[src/rtl/syn_dac_pkg.sv]
// Shared types for the synthesizer/DAC serial programmer.
// Assumes target and radio-mode codes are two bits wide, as the top-level ports define.
package syn_dac_pkg;

    typedef enum logic [1:0] {
        TGT_SYNTH = 2'd0,
        TGT_TXDAC = 2'd1,
        TGT_RXDAC = 2'd2,
        TGT_NONE  = 2'd3
    } tgt_e;

    typedef enum logic [1:0] {
        MODE_IDLE    = 2'd0,
        MODE_RXSTART = 2'd1,
        MODE_TXSTART = 2'd2,
        MODE_OTHER   = 2'd3
    } mode_e;

    typedef enum logic [1:0] {
        ST_IDLE  = 2'd0,
        ST_SHIFT = 2'd1,
        ST_TAIL  = 2'd2
    } st_e;

    // True when the given target may be programmed in the given radio mode
    function automatic logic window_open(input tgt_e t, input mode_e m);
        case (t)
            TGT_SYNTH: window_open = (m == MODE_IDLE);
            TGT_RXDAC: window_open = (m == MODE_RXSTART);
            TGT_TXDAC: window_open = (m == MODE_TXSTART);
            default:   window_open = 1'b0;
        endcase
    endfunction

endpackage

[src/rtl/syn_dac_gate.sv]
// Request gate: accepts host start requests, clamps the word length, and checks
// the target's radio window. Requests whose window is closed are held pending.
// Assumes engine_idle is high only when the shift engine can take a launch.
module syn_dac_gate
    import syn_dac_pkg::*;
#(
    parameter int MIN_BITS = 8,
    parameter int MAX_BITS = 24,
    parameter int LEN_W    = 5
) (
    input  logic                clk,
    input  logic                rst_n,
    input  logic                start,
    input  logic [1:0]          target,
    input  logic [LEN_W-1:0]    word_len,
    input  logic [MAX_BITS-1:0] data_in,
    input  logic [1:0]          radio_mode,
    input  logic                engine_idle,
    output logic                launch,
    output tgt_e                launch_tgt,
    output logic [LEN_W-1:0]    launch_len,
    output logic [MAX_BITS-1:0] launch_data,
    output logic                pending
);

    localparam logic [LEN_W-1:0] LEN_LO = LEN_W'(MIN_BITS);
    localparam logic [LEN_W-1:0] LEN_HI = LEN_W'(MAX_BITS);

    logic                pend_q;
    tgt_e                pend_tgt;
    logic [LEN_W-1:0]    pend_len;
    logic [MAX_BITS-1:0] pend_data;

    logic             accept;
    logic             start_ok;
    logic             pend_ok;
    logic [LEN_W-1:0] len_clamped;
    tgt_e             req_tgt;
    mode_e            mode;

    // Decode the request target, the radio mode and the clamped length
    always_comb begin
        req_tgt = tgt_e'(target);
        mode    = mode_e'(radio_mode);
        if (word_len < LEN_LO)      len_clamped = LEN_LO;
        else if (word_len > LEN_HI) len_clamped = LEN_HI;
        else                        len_clamped = word_len;
    end

    // Decide whether a new or a held request launches this cycle
    always_comb begin
        accept   = start && engine_idle && !pend_q && (req_tgt != TGT_NONE);
        start_ok = accept && window_open(req_tgt, mode);
        pend_ok  = pend_q && engine_idle && window_open(pend_tgt, mode);
        launch   = start_ok || pend_ok;
        if (pend_ok) begin
            launch_tgt  = pend_tgt;
            launch_len  = pend_len;
            launch_data = pend_data;
        end else begin
            launch_tgt  = req_tgt;
            launch_len  = len_clamped;
            launch_data = data_in;
        end
    end

    // Hold a request whose window is closed until it launches
    always_ff @(posedge clk) begin
        if (!rst_n) begin
            pend_q    <= 1'b0;
            pend_tgt  <= TGT_SYNTH;
            pend_len  <= LEN_LO;
            pend_data <= '0;
        end else if (accept && !start_ok) begin
            pend_q    <= 1'b1;
            pend_tgt  <= req_tgt;
            pend_len  <= len_clamped;
            pend_data <= data_in;
        end else if (pend_ok) begin
            pend_q <= 1'b0;
        end
    end

    assign pending = pend_q;

endmodule

[src/rtl/syn_dac_engine.sv]
// Shift engine: divides the system clock by two and shifts a word out MSB
// first. After the last bit it holds busy for one more serial clock period.
// Assumes launch only arrives while idle is high and launch_len is within range.
module syn_dac_engine
    import syn_dac_pkg::*;
#(
    parameter int MAX_BITS = 24,
    parameter int LEN_W    = 5
) (
    input  logic                clk,
    input  logic                rst_n,
    input  logic                launch,
    input  tgt_e                launch_tgt,
    input  logic [LEN_W-1:0]    launch_len,
    input  logic [MAX_BITS-1:0] launch_data,
    output logic                sclk,
    output logic                sdat,
    output logic                shifting,
    output tgt_e                cur_tgt,
    output logic                busy,
    output logic                done,
    output logic                idle
);

    localparam logic [LEN_W-1:0] LEN_HI = LEN_W'(MAX_BITS);

    st_e                 state;
    logic                sclk_q;
    logic [MAX_BITS-1:0] shreg;
    logic [LEN_W-1:0]    bits_left;
    logic                tail_q;
    logic                done_q;
    tgt_e                tgt_q;
    logic [LEN_W-1:0]    shamt;

    // Left-align the word so that its top bit sits at the shift-out position
    assign shamt = LEN_HI - launch_len;

    // Sequence the shift phases, the bit count and the tail period
    always_ff @(posedge clk) begin
        if (!rst_n) begin
            state     <= ST_IDLE;
            sclk_q    <= 1'b0;
            shreg     <= '0;
            bits_left <= '0;
            tail_q    <= 1'b0;
            done_q    <= 1'b0;
            tgt_q     <= TGT_SYNTH;
        end else begin
            done_q <= 1'b0;
            case (state)
                ST_IDLE: begin
                    if (launch) begin
                        state     <= ST_SHIFT;
                        sclk_q    <= 1'b0;
                        shreg     <= launch_data << shamt;
                        bits_left <= launch_len - LEN_W'(1);
                        tgt_q     <= launch_tgt;
                    end
                end
                ST_SHIFT: begin
                    if (!sclk_q) begin
                        sclk_q <= 1'b1;
                    end else begin
                        sclk_q <= 1'b0;
                        if (bits_left == '0) begin
                            state  <= ST_TAIL;
                            tail_q <= 1'b0;
                        end else begin
                            shreg     <= {shreg[MAX_BITS-2:0], 1'b0};
                            bits_left <= bits_left - LEN_W'(1);
                        end
                    end
                end
                ST_TAIL: begin
                    if (tail_q) begin
                        state  <= ST_IDLE;
                        done_q <= 1'b1;
                    end else begin
                        tail_q <= 1'b1;
                    end
                end
                default: state <= ST_IDLE;
            endcase
        end
    end

    // Drive the serial pair and the status flags from the registered state
    always_comb begin
        shifting = (state == ST_SHIFT);
        sclk     = sclk_q;
        sdat     = shifting && shreg[MAX_BITS-1];
        cur_tgt  = tgt_q;
        busy     = (state != ST_IDLE);
        idle     = (state == ST_IDLE);
        done     = done_q;
    end

endmodule

[src/rtl/syn_dac_select.sv]
// Select decoder: drives the active-low synthesizer latch or the DAC select
// while a word is shifting. Assumes cur_tgt is never TGT_NONE while shifting.
module syn_dac_select
    import syn_dac_pkg::*;
(
    input  logic shifting,
    input  tgt_e cur_tgt,
    output logic latch_n,
    output logic dsel_n
);

    // Route the framing strobe to the line that belongs to the target
    always_comb begin
        latch_n = !(shifting && (cur_tgt == TGT_SYNTH));
        dsel_n  = !(shifting && ((cur_tgt == TGT_TXDAC) || (cur_tgt == TGT_RXDAC)));
    end

endmodule

[src/rtl/syn_dac_prog.sv]
// Top level of the synthesizer/DAC serial programmer. It joins the request
// gate, the shift engine and the select decoder. Assumes one clock domain and
// a synchronous active-low reset.
module syn_dac_prog
    import syn_dac_pkg::*;
#(
    parameter int MIN_BITS = 8,
    parameter int MAX_BITS = 24,
    parameter int LEN_W    = $clog2(MAX_BITS + 1)
) (
    input  logic                clk,
    input  logic                rst_n,
    input  logic                start,
    input  logic [1:0]          target,
    input  logic [LEN_W-1:0]    word_len,
    input  logic [MAX_BITS-1:0] data_in,
    input  logic [1:0]          radio_mode,
    output logic                ser_clk,
    output logic                ser_dat,
    output logic                syn_latch_n,
    output logic                dac_sel_n,
    output logic                busy,
    output logic                done,
    output logic                pending
);

    logic                launch;
    tgt_e                launch_tgt;
    logic [LEN_W-1:0]    launch_len;
    logic [MAX_BITS-1:0] launch_data;
    logic                engine_idle;
    logic                shifting;
    tgt_e                cur_tgt;

    syn_dac_gate #(
        .MIN_BITS (MIN_BITS),
        .MAX_BITS (MAX_BITS),
        .LEN_W    (LEN_W)
    ) gate_i (
        .clk         (clk),
        .rst_n       (rst_n),
        .start       (start),
        .target      (target),
        .word_len    (word_len),
        .data_in     (data_in),
        .radio_mode  (radio_mode),
        .engine_idle (engine_idle),
        .launch      (launch),
        .launch_tgt  (launch_tgt),
        .launch_len  (launch_len),
        .launch_data (launch_data),
        .pending     (pending)
    );

    syn_dac_engine #(
        .MAX_BITS (MAX_BITS),
        .LEN_W    (LEN_W)
    ) engine_i (
        .clk         (clk),
        .rst_n       (rst_n),
        .launch      (launch),
        .launch_tgt  (launch_tgt),
        .launch_len  (launch_len),
        .launch_data (launch_data),
        .sclk        (ser_clk),
        .sdat        (ser_dat),
        .shifting    (shifting),
        .cur_tgt     (cur_tgt),
        .busy        (busy),
        .done        (done),
        .idle        (engine_idle)
    );

    syn_dac_select select_i (
        .shifting (shifting),
        .cur_tgt  (cur_tgt),
        .latch_n  (syn_latch_n),
        .dsel_n   (dac_sel_n)
    );

endmodule

[config.mk]
export PLATFORM = sky130hd
export DESIGN_NAME = syn_dac_prog
export DESIGN_NICKNAME = d
export VERILOG_FILES = /design/src/rtl/syn_dac_pkg.sv /design/src/rtl/syn_dac_gate.sv /design/src/rtl/syn_dac_engine.sv /design/src/rtl/syn_dac_select.sv /design/src/rtl/syn_dac_prog.sv
export SDC_FILE = /design/constraint.sdc
export NUM_CORES = 1
export LEC_CHECK = 0
export BUFFER_PORTS_ARGS = -buffer_cell sky130_fd_sc_hd__buf_2
export CELL_PAD_IN_SITES_DETAIL_PLACEMENT = 1
export CELL_PAD_IN_SITES_GLOBAL_PLACEMENT = 2
export CORE_ASPECT_RATIO = 1.75
export CORE_UTILIZATION = 32
export CTS_CLUSTER_SIZE = 40
export DETAILED_ROUTE_END_ITERATION = 10
export PLACE_DENSITY = 0.86
export SLEW_MARGIN = 20
export SYNTH_ARGS = -nofsm -noshare
export SYNTH_HDL_FRONTEND = slang
export SYNTH_SLANG_ARGS = --single-unit
[constraint.sdc]
create_clock -name clk -period 3.5 [get_ports clk]
set_input_delay 0.35 -clock clk [delete_from_list [all_inputs] [get_ports clk]]
set_output_delay 0.35 -clock clk [all_outputs]
set_load 0.03 [all_outputs]
==> flow_metrics.tcl, run 1 <==
set metrics [dict create \
    insertion_delay_ns 0.33 \
    leakagePower_nw 2.110 \
    max_slew_margin_pct 42.36 \
    netlist_instances 624 \
    cts_max_path_buffers 2 \
    grt_pass1_wl_microns 26330 \
    wl_per_cell_microns 19.25 \
    skew_ns 0.008277 \
    cts.clk_slew.worst_paths_ns 0.06 \
    hold_buffers 0 \
    layout_commonest_cell "nand2_1" \
    timing.fmax_ghz 0.2988 \
    ys_ff_latch 68 \
    numPortBuffers 42 \
    crit_required_ns 3.70 \
    antenna_left 0 \
    drive_above_1_share_pct 20.30 \
    synth_fp_nets 667 \
    ys_types 57 \
    numCtsBuffers 9 \
    areaGrowthSynthToFinish_pct 17.61 \
    place_congestion 1.029 \
    place_inst 828 \
    hold_class "in2reg" \
    final_area_sq_um 5632 \
    grt_use_total_pct 22.03 \
    fp.dieW_microns 94.47 \
    wirelength_microns 16270 \
    post_dp_cell_area_sq_um 5273 \
    grt_pass1_vias 5207 \
    layout_common_cells "nand2_1, dfxtp_1, a21oi_1" \
    synthArstFlopShare_pct 0 \
    grt.overflow.total 0 \
    hold_depth 3 \
    drt_iter0_markers 171 \
    vias 4874 \
    finalHoldViolCount 0 \
    start_kind "flip-flop" \
    die_h_microns 163.8 \
    slew_viol_final 0 \
    cts_sinks 68 \
    cp_max_fo 16 \
    synth_ff_type "dfxtp_1" \
    crit_type "reg2reg" \
    max-vdd-ir-drop_v 0.0003195 \
    num_rows 58 \
    syn_area_sq_um 4788 \
    first_pass_iters 4 \
    antenna_found_initial 0 \
    synth_edf_count 0 \
    min_period_ns 3.346 \
    hpwl_microns 12510 \
    rsz0062_at_grt "true" \
    grt_max_degree 40 \
    fin_cells 845 \
    via_per_inst 5.768 \
    cts.htree.levels 3 \
    ys.warnings.count 0 \
    nFillCells 1794 \
    antenna_cells 0 \
    total_power_mw 4.270 \
    worst_pin_slew_ns 0.8637 \
    cp-end-kind "flip-flop" \
    power.density_nw_per_um2 758.2 \
    syn_area_per_cell_sq_um 7.674 \
    drc 0 \
    yosysSeqAreaShare_pct 28.43 \
    nets 705 \
    fp.coreArea_sq_um 14510 \
    cts-root-buf "clkbuf_16" \
    design.die.area_sq_um 15480 \
    r2r_setup_slack_ns 0.15 \
    initial_core_util_pct 32.99 \
    cts_tree "built" \
    setup_viol 0 \
    io_pins 43 \
    status "complete, no violations" \
    worstPathArrival_ns 3.55 \
    rr_worst_depth 16 \
    fin_crit_sh_pct 95.61 \
    drv_cap 0 \
]
[area by class of cell]
class / instances / area, sq um / area share, %
clock inverter: 5 / 55.05 / 0.9776
timing repair buffer: 79 / 504.2 / 8.954
sequential: 68 / 1361 / 24.17
multi-input combinational: 491 / 3212 / 57.03
clock buffer: 9 / 225.2 / 3.999
tap: 180 / 225.2 / 3.999
inverter: 13 / 48.80 / 0.8665
[cells in the mapped netlist (11+ instances only)]
| master | count | share of area [%] |
|---|---|---|
| a21oi_1 | 60 | 6.3 |
| a221oi_1 | 14 | 2.6 |
| a32oi_1 | 11 | 2.0 |
| clkbuf_1 | 39 | 3.1 |
| dfxtp_1 | 68 | 28 |
| inv_1 | 12 | 0.94 |
| mux2_2 | 14 | 3.3 |
| mux2i_1 | 43 | 9.0 |
| nand2_1 | 103 | 8.1 |
| nand3_1 | 42 | 4.4 |
| nor2_1 | 39 | 3.1 |
| nor3_1 | 17 | 1.8 |
| o21ai_0 | 39 | 4.1 |
[per-stage QoR]
stage,utilization [%],hold WS (ns),worst slack (ns),setup TNS [ns]
6_report,38.80,0.2805,0.1537,0
2_1_floorplan,-,0.4357,0.09488,0
3_5_place_dp,36.33,0.4490,0.03558,0
3_3_place_gp,36.33,0.4466,0.1440,0
4_1_cts,38.26,0.2687,0.02047,0
5_1_grt,38.80,0.2877,-0.01935,-0.02203
[state kept, by name, summed over array words and instances, names as in the netlist]
register	cells
engine_i.bits_left	5
engine_i.cur_tgt	2
engine_i.done	1
engine_i.sclk	1
engine_i.shreg	24
engine_i.state	2
engine_i.tail_q	1
gate_i.pend_data	24
gate_i.pend_len	5
gate_i.pend_tgt	2
gate_i.pending	1
[worst paths after layout]
kind | endpoint | from
setup / recovery | engine_i.shreg[22] | engine_i.state[0]
hold / removal | gate_i.pend_data[23] | data_in[23]
setup reg to reg | engine_i.shreg[22] | engine_i.state[0]
hold reg to reg | gate_i.pend_data[23] | gate_i.pend_data[23]
[power breakdown]
part           total (mW)  internal (mW)  switching [mW]
logic                2.25          0.862            1.39
registers            1.13          0.989           0.144
clock network       0.883          0.541           0.342
total                4.27           2.39            1.88
[repair_timing]
item	in CTS	in global routing
resized for setup	0	10
setup buffers	0	3
endpoints found under the setup margin	0	10
[metal layers]
layer,GRT usage [%],share of wire (%),up-vias
li1,-,-,2344
met1,22.95,38,2406
met2,41.01,55,80
met3,3.148,2.2,44
met4,12.60,4.9,0
met5,0,0,-
[worst max-delay path: stages (launching register included)]
cell	delay, ns
dfxtp_1	0.36
inv_1	0.09
ha_1	0.26
and4bb_2	0.27
a22o_1	0.25
and2_1	0.19
nor2_1	0.12
ha_2	0.30
inv_1	0.10
buf_6	0.17
a21oi_1	0.07
a32oi_1	0.25
mux2i_1	0.15
buf_4	0.17
nand3_1	0.12
o211a_1	0.20
o221ai_1	0.12
[logic make-up after synthesis]
kind of cell / Yosys count / synth area share [%]
AND/OR/NAND/NOR: 232 / 21.90
AO/OA/AOI/OAI: 176 / 23.86
flip-flops: 68 / 28.43
buffers and inverters: 65 / 5.644
multiplexers: 63 / 15.10
XOR/XNOR: 13 / 3.240
adder cells (fa/ha/maj): 7 / 1.829
No activity file was read; power rests on OpenSTA's default activity.
==> run 2: changes to the inputs <==
--- a/config.mk
+++ b/config.mk
@@ -5,14 +5,16 @@
 export SDC_FILE = /design/constraint.sdc
 export NUM_CORES = 1
 export LEC_CHECK = 0
+export ABC_AREA = 1
 export BUFFER_PORTS_ARGS = -buffer_cell sky130_fd_sc_hd__buf_2
 export CELL_PAD_IN_SITES_DETAIL_PLACEMENT = 1
 export CELL_PAD_IN_SITES_GLOBAL_PLACEMENT = 2
 export CORE_ASPECT_RATIO = 1.75
-export CORE_UTILIZATION = 32
+export CORE_MARGIN = 4
+export CORE_UTILIZATION = 29
 export CTS_CLUSTER_SIZE = 40
 export DETAILED_ROUTE_END_ITERATION = 10
-export PLACE_DENSITY = 0.86
+export PLACE_DENSITY = 0.85
 export SLEW_MARGIN = 20
 export SYNTH_ARGS = -nofsm -noshare
 export SYNTH_HDL_FRONTEND = slang
==> run 2 against run 1 <==
- combinational power decreased by 11%
- non-clock buffer count decreased by 24
- global-route usage decreased by 5.2 points
- largest cell class unchanged
- fmax increased by 11%
- via count increased by 2.8%
==> flow_metrics.tcl, run 2 <==
set metrics [dict create \
    status "complete, no violations" \
    layout_common_cells "nand2_1, nand3_1, a21oi_1" \
    first_pass_iters 5 \
    cp_max_fo 27 \
    ys_ff_latch 68 \
    grt_max_degree 40 \
    utilization_pct 33.54 \
    worst_pin_slew_ns 0.5118 \
    hold_class "in2reg" \
    post_dp_cell_area_sq_um 4927 \
    hold_depth 3 \
    insertion_delay_ns 0.34 \
    yosysTopAreaCellShare_pct 29.34 \
    cts_tree "built" \
    grt_pass1_wl_microns 25440 \
    hold_buffers 0 \
    design.die.area_sq_um 18160 \
    num_rows 60 \
    r2r_setup_slack_ns 0.48 \
    start_kind "flip-flop" \
    power.density_nw_per_um2 765.2 \
    synthArstFlopShare_pct 0 \
    cts_max_path_buffers 2 \
    max_slew_margin_pct 65.76 \
    wl_met3_microns 328 \
    synth_ff_type "dfxtp_1" \
    initial_core_util_pct 29.86 \
    cts-root-buf "clkbuf_16" \
    grt_pass1_vias 5140 \
    vias 5010 \
    hp-start "data_in[4]" \
    areaGrowthSynthToFinish_pct 12.35 \
    fp.dieW_microns 103.6 \
    antenna_cells 0 \
    slew_viol_final 0 \
    grt_use_total_pct 16.85 \
    wl_per_cell_microns 15.32 \
    drv_cap 0 \
    via_per_inst 5.192 \
    ys.warnings.count 0 \
    crit_type "reg2reg" \
    wl_met2_microns 7841 \
    min_period_ns 3.020 \
    leakagePower_nw 2.501 \
    grt.overflow.total 0 \
    numPortBuffers 42 \
    postCtsSetupBuffers 0 \
    timing.fmax_ghz 0.3311 \
    worstPathArrival_ns 3.28 \
    rr_worst_depth 19 \
    yosysMostFrequentCell "nand2_1" \
    final_area_sq_um 5213 \
    rsz0062_at_grt "false" \
    max-vdd-ir-drop_v 0.0003158 \
    fin_ws_ns 0.4796 \
    drt_iter0_markers 232 \
    reg_top3 "engine_i.shreg x24, gate_i.pend_data x24" \
    fin_crit_sh_pct 86.30 \
    synth_common_cells "nand2_1, nand3_1, a21oi_1, o21ai_0, dfxtp_1" \
    synth.top_cells.by_area "dfxtp_1, nand2_1, nand3_1" \
    pre_cts_ws_ns 0.4473 \
    yosysSeqAreaShare_pct 29.34 \
    hpwl_microns 11270 \
    drc 0 \
    ys_types 33 \
    cts.htree.levels 3 \
    crit_required_ns 3.76 \
    met1_length_microns 6301 \
    total_power_mw 3.988 \
    die_h_microns 175.3 \
    whs_endpoint "gate_i.pend_data[4]" \
    fin_hold_ws_ns 0.2581 \
    fp.coreArea_sq_um 15540 \
    cts.clk_slew.worst_paths_ns 0.06 \
    cts_sinks 68 \
    routed.top_layer "met4" \
    syn_area_per_cell_sq_um 6.137 \
    fin_cells 965 \
    place_inst 949 \
    cts_resized 0 \
    nets 817 \
    layout_commonest_cell "nand2_1" \
    yosysTopAreaCell "dfxtp_1" \
    skew_ns 0.009290 \
    syn_area_sq_um 4639 \
    place_congestion 0.8711 \
    netlist_instances 756 \
    wirelength_microns 14780 \
    cp-end-kind "flip-flop" \
    numCtsBuffers 9 \
    r2r_start "engine_i.state[1]" \
    antenna_found_initial 0 \
    antenna_left 0 \
    io_pins 43 \
    finalHoldViolCount 0 \
    tns_ns 0 \
    drive_above_1_share_pct 11.94 \
    synth_fp_nets 799 \
    r2r-end "engine_i.shreg[23]" \
    synth_edf_count 0 \
    setup_viol 0 \
]
==> run 2: cells by family (layout without fill, tap and decap cells) <==
| group | after synthesis | in the layout | synth area share [%] |
|---|---|---|---|
| XOR/XNOR | 4 | 4 | 0.7553 |
| adder cells (fa/ha/maj) | 7 | 7 | 1.888 |
| buffers and inverters | 115 | 138 | 10.87 |
| AO/OA/AOI/OAI | 187 | 187 | 20.60 |
| AND/OR/NAND/NOR | 375 | 375 | 36.54 |
| flip-flops | 68 | 68 | 29.34 |
==> run 2: how the worst max path moves through the flow <==
stage,startpoint,slack [ns],endpoint,depth (start not counted)
global placement,radio_mode[0],0.49,engine_i.shreg[23],17
global route,engine_i.state[1],0.14,engine_i.shreg[23],19
floorplan,engine_i.state[0],0.64,engine_i.shreg[20],21
detailed placement,radio_mode[0],0.45,engine_i.shreg[23],17
CTS,engine_i.state[1],0.45,engine_i.shreg[23],19
finish,engine_i.state[1],0.48,engine_i.shreg[23],19
==> run 2: metal layers <==
metal | track usage, % | up-vias
li1 | - | 2550
met1 | 19.69 | 2376
met2 | 31.67 | 66
met3 | 1.912 | 18
met4 | 5.713 | 0
met5 | 0 | -
==> run 2: area by class of cell <==
class	instances	area, sq um
fillers	2044	10330
multi-input cells	573	2774
flip-flops and latches	68	1361
repair buffers	55	307.8
inverters	67	251.5
clock buffers	11	232.7
well taps	186	232.7
clock inverters	5	52.55
==> run 2: report_power, final <==
group | total, mW | internal, mW | switching, mW
registers | 1.09 | 0.990 | 0.103
logic | 2.00 | 0.620 | 1.38
clock network | 0.897 | 0.548 | 0.348
==> run 2: critical path, stage by stage, from the launching register on <==
cell and delay [ns]:
dfxtp_1 0.31, inv_1 0.11, ha_1 0.23, nand2_1 0.07, inv_1 0.06, nand2_2 0.07
inv_2 0.07, nand3_4 0.15, nand2_1 0.13, o21ai_2 0.08, ha_1 0.23, nand3b_1 0.21
nand2_4 0.30, inv_2 0.24, a21o_1 0.24, nand2_1 0.08, nand2_1 0.08, nand2_1 0.10
nand2_1 0.06, a21oi_1 0.12
